`config.mk`:
```
export PLATFORM = sky130hd
export DESIGN_NAME = fwd_hazard_unit
export DESIGN_NICKNAME = d
export VERILOG_FILES = /design/src/rtl/fh_pkg.sv /design/src/rtl/fh_bypass.sv /design/src/rtl/fh_stall.sv /design/src/rtl/fh_branch.sv /design/src/rtl/fwd_hazard_unit.sv
export SDC_FILE = /design/constraint.sdc
export NUM_CORES = 1
export LEC_CHECK = 0
export BUFFER_PORTS_ARGS = -buffer_cell sky130_fd_sc_hd__buf_2
export CAP_MARGIN = 20
export CELL_PAD_IN_SITES_DETAIL_PLACEMENT = 0
export CELL_PAD_IN_SITES_GLOBAL_PLACEMENT = 2
export CORE_MARGIN = 5
export CORE_UTILIZATION = 21
export DETAILED_ROUTE_END_ITERATION = 10
export PLACE_DENSITY_LB_ADDON = 0.08
export SLEW_MARGIN = 20
export SYNTH_ARGS = -nofsm -noshare
export SYNTH_HDL_FRONTEND = slang
export SYNTH_SLANG_ARGS = --single-unit
```
`constraint.sdc`:
```
create_clock -name vclk -period 4.7
set_input_delay 0.94 -clock vclk [all_inputs]
set_output_delay 0.94 -clock vclk [all_outputs]
set_load 0.005 [all_outputs]
```
`src/rtl/fh_pkg.sv`:
```
package fh_pkg;
  localparam int IDX_W = 5;

  typedef enum logic [1:0] {
    FWD_RF  = 2'b00,
    FWD_WB  = 2'b01,
    FWD_MEM = 2'b10
  } fwd_sel_e;

  // A producer supplies a source when it writes a non-zero register equal to it
  function automatic logic prod_hit(input logic we,
                                    input logic [IDX_W-1:0] dst,
                                    input logic [IDX_W-1:0] src);
    return we && (dst != '0) && (dst == src);
  endfunction
endpackage

```
`src/rtl/fh_bypass.sv`:
```
module fh_bypass
  import fh_pkg::*;
(
  input  logic             clk,
  input  logic             rst_n,
  input  logic [IDX_W-1:0] src,
  input  logic [IDX_W-1:0] mem_rd,
  input  logic             mem_we,
  input  logic [IDX_W-1:0] wb_rd,
  input  logic             wb_we,
  output logic [1:0]       sel
);
  logic hit_mem, hit_wb;
  assign hit_mem = prod_hit(mem_we, mem_rd, src);
  assign hit_wb  = prod_hit(wb_we, wb_rd, src);

  always_comb begin
    if (hit_mem)     sel = FWD_MEM;
    else if (hit_wb) sel = FWD_WB;
    else             sel = FWD_RF;
  end

  AST_SEL_LEGAL: assert property (@(posedge clk) disable iff (!rst_n)
    sel != 2'b11);
  AST_ZERO_NEVER_FWD: assert property (@(posedge clk) disable iff (!rst_n)
    (src == '0) |-> (sel == 2'b00));
  AST_MEM_WINS: assert property (@(posedge clk) disable iff (!rst_n)
    (mem_we && wb_we && mem_rd == src && wb_rd == src && src != '0) |-> (sel == 2'b10));
endmodule

```
`src/rtl/fh_stall.sv`:
```
module fh_stall
  import fh_pkg::*;
(
  input  logic             clk,
  input  logic             rst_n,
  input  logic [IDX_W-1:0] id_rs,
  input  logic [IDX_W-1:0] id_rt,
  input  logic             id_uses_rs,
  input  logic             id_uses_rt,
  input  logic             id_is_branch,
  input  logic [IDX_W-1:0] ex_rd,
  input  logic             ex_regwrite,
  input  logic             ex_memread,
  input  logic [IDX_W-1:0] mem_rd,
  input  logic             mem_regwrite,
  input  logic             mem_memread,
  output logic             load_use,
  output logic             branch_wait,
  output logic             stall
);
  logic ex_ld_rs, ex_ld_rt, ex_wr_rs, ex_wr_rt, mem_ld_rs, mem_ld_rt;

  assign ex_ld_rs  = id_uses_rs && prod_hit(ex_memread, ex_rd, id_rs);
  assign ex_ld_rt  = id_uses_rt && prod_hit(ex_memread, ex_rd, id_rt);
  assign ex_wr_rs  = id_uses_rs && prod_hit(ex_regwrite, ex_rd, id_rs);
  assign ex_wr_rt  = id_uses_rt && prod_hit(ex_regwrite, ex_rd, id_rt);
  assign mem_ld_rs = id_uses_rs && prod_hit(mem_memread && mem_regwrite, mem_rd, id_rs);
  assign mem_ld_rt = id_uses_rt && prod_hit(mem_memread && mem_regwrite, mem_rd, id_rt);

  assign load_use    = ex_ld_rs || ex_ld_rt;
  assign branch_wait = id_is_branch && (ex_wr_rs || ex_wr_rt || mem_ld_rs || mem_ld_rt);
  assign stall       = load_use || branch_wait;

  AST_LOAD_STALLS: assert property (@(posedge clk) disable iff (!rst_n)
    (ex_memread && ex_rd != '0 && id_uses_rs && ex_rd == id_rs) |-> stall);
  AST_ZERO_LOAD_FREE: assert property (@(posedge clk) disable iff (!rst_n)
    (!id_is_branch && ex_rd == '0) |-> !stall);
endmodule

```
`src/rtl/fh_branch.sv`:
```
module fh_branch
  import fh_pkg::*;
(
  input  logic             clk,
  input  logic             rst_n,
  input  logic [IDX_W-1:0] id_rs,
  input  logic [IDX_W-1:0] id_rt,
  input  logic             id_is_branch,
  input  logic             id_br_cond,
  input  logic [IDX_W-1:0] mem_rd,
  input  logic             mem_regwrite,
  input  logic             mem_memread,
  input  logic             stall,
  output logic             br_fwd_a,
  output logic             br_fwd_b,
  output logic             redirect
);
  logic alu_in_mem;
  assign alu_in_mem = mem_regwrite && !mem_memread;

  assign br_fwd_a = prod_hit(alu_in_mem, mem_rd, id_rs);
  assign br_fwd_b = prod_hit(alu_in_mem, mem_rd, id_rt);
  assign redirect = id_is_branch && id_br_cond && !stall;

  AST_NO_REDIRECT_IN_STALL: assert property (@(posedge clk) disable iff (!rst_n)
    stall |-> !redirect);
  AST_LOAD_NOT_BYPASSED: assert property (@(posedge clk) disable iff (!rst_n)
    mem_memread |-> !(br_fwd_a || br_fwd_b));
endmodule

```
`src/rtl/fwd_hazard_unit.sv`:
```
module fwd_hazard_unit
  import fh_pkg::*;
(
  input  logic             clk,
  input  logic             rst_n,
  input  logic [IDX_W-1:0] id_rs,
  input  logic [IDX_W-1:0] id_rt,
  input  logic             id_uses_rs,
  input  logic             id_uses_rt,
  input  logic             id_is_branch,
  input  logic             id_br_cond,
  input  logic [IDX_W-1:0] ex_rs,
  input  logic [IDX_W-1:0] ex_rt,
  input  logic [IDX_W-1:0] ex_rd,
  input  logic             ex_regwrite,
  input  logic             ex_memread,
  input  logic [IDX_W-1:0] mem_rd,
  input  logic             mem_regwrite,
  input  logic             mem_memread,
  input  logic [IDX_W-1:0] wb_rd,
  input  logic             wb_regwrite,
  output logic [1:0]       fwd_a,
  output logic [1:0]       fwd_b,
  output logic             br_fwd_a,
  output logic             br_fwd_b,
  output logic             hold_pc,
  output logic             hold_ifid,
  output logic             bubble_idex,
  output logic             branch_redirect
);
  localparam int NUM_OPS = 2;

  logic [IDX_W-1:0] op_src [NUM_OPS];
  logic [1:0]       op_sel [NUM_OPS];
  logic load_use, branch_wait, stall;

  assign op_src[0] = ex_rs;
  assign op_src[1] = ex_rt;

  for (genvar g = 0; g < NUM_OPS; g++) begin : g_op
    fh_bypass u_byp (
      .clk(clk), .rst_n(rst_n), .src(op_src[g]),
      .mem_rd(mem_rd), .mem_we(mem_regwrite),
      .wb_rd(wb_rd), .wb_we(wb_regwrite),
      .sel(op_sel[g])
    );
  end

  assign fwd_a = op_sel[0];
  assign fwd_b = op_sel[1];

  fh_stall u_stall (
    .clk(clk), .rst_n(rst_n),
    .id_rs(id_rs), .id_rt(id_rt),
    .id_uses_rs(id_uses_rs), .id_uses_rt(id_uses_rt),
    .id_is_branch(id_is_branch),
    .ex_rd(ex_rd), .ex_regwrite(ex_regwrite), .ex_memread(ex_memread),
    .mem_rd(mem_rd), .mem_regwrite(mem_regwrite), .mem_memread(mem_memread),
    .load_use(load_use), .branch_wait(branch_wait), .stall(stall)
  );

  fh_branch u_br (
    .clk(clk), .rst_n(rst_n),
    .id_rs(id_rs), .id_rt(id_rt),
    .id_is_branch(id_is_branch), .id_br_cond(id_br_cond),
    .mem_rd(mem_rd), .mem_regwrite(mem_regwrite), .mem_memread(mem_memread),
    .stall(stall),
    .br_fwd_a(br_fwd_a), .br_fwd_b(br_fwd_b), .redirect(branch_redirect)
  );

  assign hold_pc     = stall;
  assign hold_ifid   = stall;
  assign bubble_idex = stall;

  AST_WB_NEEDS_NOTHING: assert property (@(posedge clk) disable iff (!rst_n)
    (!ex_regwrite && !mem_regwrite) |-> !(hold_pc || br_fwd_a || br_fwd_b));
  AST_PLAIN_NO_WAIT: assert property (@(posedge clk) disable iff (!rst_n)
    (!id_is_branch && !ex_memread) |-> !bubble_idex);
  AST_LOAD_WAIT_SEEN: assert property (@(posedge clk) disable iff (!rst_n)
    load_use |-> (hold_ifid && !branch_redirect));
  AST_BRANCH_WAIT_SEEN: assert property (@(posedge clk) disable iff (!rst_n)
    branch_wait |-> !branch_redirect);
endmodule

```
==> results.md <==
* Status: completed
* Met3 WL post-DR at between 100 and 150 µm
* Reg area at 0 µm²
* Initial Util at a little over a fifth
* Power, Total at between 70 and 80 µW
* Leading cell type in the layout, fill and taps excluded: buf_2
* Antenna violations before repair at 0
* CTS resizes at 0
* CP delay by family, top: simple AND/OR/NAND/NOR gates
* P per Cell Area at around 79 nW/µm²
* Syn Inst Count at slightly above 80
* Number of DRC markers in iteration 0 at 10
* N_diodes at 0
* Global Route Usage Sum at about a tenth
* Min cycle time layout at between 3 and 4 ns
* Vias in the first global route at approximately 750
* Final Setup Violations at 0
* Syn_nets at around 130
* Lkg Pwr at about 0.00042 µW
* WL/cell at between 10 and 15 µm
* Placed Area at 922 µm²
* WL met1 at 1.07 mm
* WP buf/inv at 2
* Hold Crit Class: primary input to output pin
* Vias per cell at ~4.2
* Final ANT Viol Nets at 0
* Crit path max fanout at 6
* Max-Cap Viols at 0
* Design area at 922 µm²
* Max-slew violations at 0
* Slew margin rel. at around three quarters
* Yosys Warn Count at 0
* Global-route wire length before repair at roughly 3.5 mm
* Peak VDD IR at roughly 35 µV
* Fmax achieved at 296 MHz
* Sequential-to-total area share from yosys stat at 0%
* Largest net degree at the start of global routing at 7
* I/O pin count at 56
* Final core utilization at roughly 30%
* Max stage delay on crit path at 0.36 ns
* GRT overflow at 0
* Post-synth top area cell: xor2_1
* Drt drc at 0
* DIE AREA at ~4300 µm²
* Row count at 20
* Fin crit share at a little under three quarters
* Slew @ Worst Pin at 0.394 ns
* Synth top area share at around 36%
* Share of cells above drive strength 1 at ~48%
* Crit path cell chain: buf_2, xor2_1, nor4_1, and3_1, a31oi_1, o31ai_1, buf_2
* DR WL met2 at about 1000 µm
* Die extent in x at around 66 µm
* Hold buffer count at CTS at 0
* Layout clock buffers at 0
* Vias at around 700
* DRT Pass-1 Iters at 2
* Highest routed layer: met3
* Crit Path Class: primary input to output pin
* Worst EP arrival at 2.44 ns
* P&R area growth vs syn at 40.4%
* Avg Inst Size Synth at between 7 and 8 µm²
* Area contributors post-synth: xor2_1 (36%), xnor2_1 (15%), nor4_2 (7.6%), buf_4 (4.6%), or4_1 (4.6%)
* Cell mode on critical path: buf_2
* Most frequent cells in the layout: buf_2 (54), xor2_1 (27), xnor2_1 (11)
* Distinct cells, synth at 27
* Slowest stage cell, crit path: nor4_1
* Final Hold Viols at 0
* Core Footprint at around 3000 µm²
* Total negative slack at 0 ns
* DIE HEIGHT at approximately 66 µm
* Post-DP HPWL at 2.01 mm
* Worst Setup Start Kind: primary input
* Routed WL at around 2.2 mm
* Synthesized area at ~660 µm²
* RSZ-0062 raised after global routing: no
* Critical Path RT at 3.76 ns
* GP Congestion at around 0.67
* Critical path capture point type: output pin
* Seq cells at 0
* Non-Filler Instances at about 170
* Post-CTS setup buffer count at 0
* Cell count after placement at 172
* Nets@finish at 176
* Buffers on Ports at 54
==> power breakdown <==
group	total [µW]	switching [µW]	internal, µW	leakage (µW)
logic	73.0	37.4	35.6	0.000423
clock network	0	0	0	0
registers	0	0	0	0
==> per-stage QoR <==
stage          hold WS (ns)  setup slack [ns]
3_3_place_gp           2.14              1.34
5_1_grt                2.17              1.18
4_1_cts                2.15              1.32
2_1_floorplan          1.92              1.41
6_report               2.15              1.32
3_5_place_dp           2.15              1.31
==> kinds of logic (layout without fill, tap and decap cells) <==
family | Yosys count | in the layout | synth area share [%]
compound gates | 9 | 9 | 12.6
buf+inv | 11 | 56 | 10.3
simple gates | 25 | 25 | 26.5
xor+xnor | 38 | 38 | 50.7
==> synth_stat cells (2+ instances only) <==
cell type   n
buf_2       3
nor4_2      4
xor2_1     27
buf_4       4
xnor2_1    11
nand3_1     4
nor4_1      3
or4_1       4
nand2_1     3
inv_1       2
nor3_1      2
==> routing by layer <==
metal / vias up / global-route usage, %
met2: 25 / 15.5
li1: 379 / -
met1: 315 / 14.9
met3: 0 / 0.510
met4: 0 / 0
met5: - / 0
==> final timing paths <==
| kind | to | from | depth (start not counted) |
|---|---|---|---|
| worst max-delay path | hold_ifid | mem_rd[0] | 7 |
| worst min-delay path | br_fwd_a | mem_memread | 3 |
==> layout make-up <==
type / count / area [µm²]
multi-input combinational: 72 / 589
fill: 345 / 2110
tap: 44 / 55.1
inverter: 2 / 7.51
timing repair buffer: 54 / 270
Power figures use the tool's default switching activity.
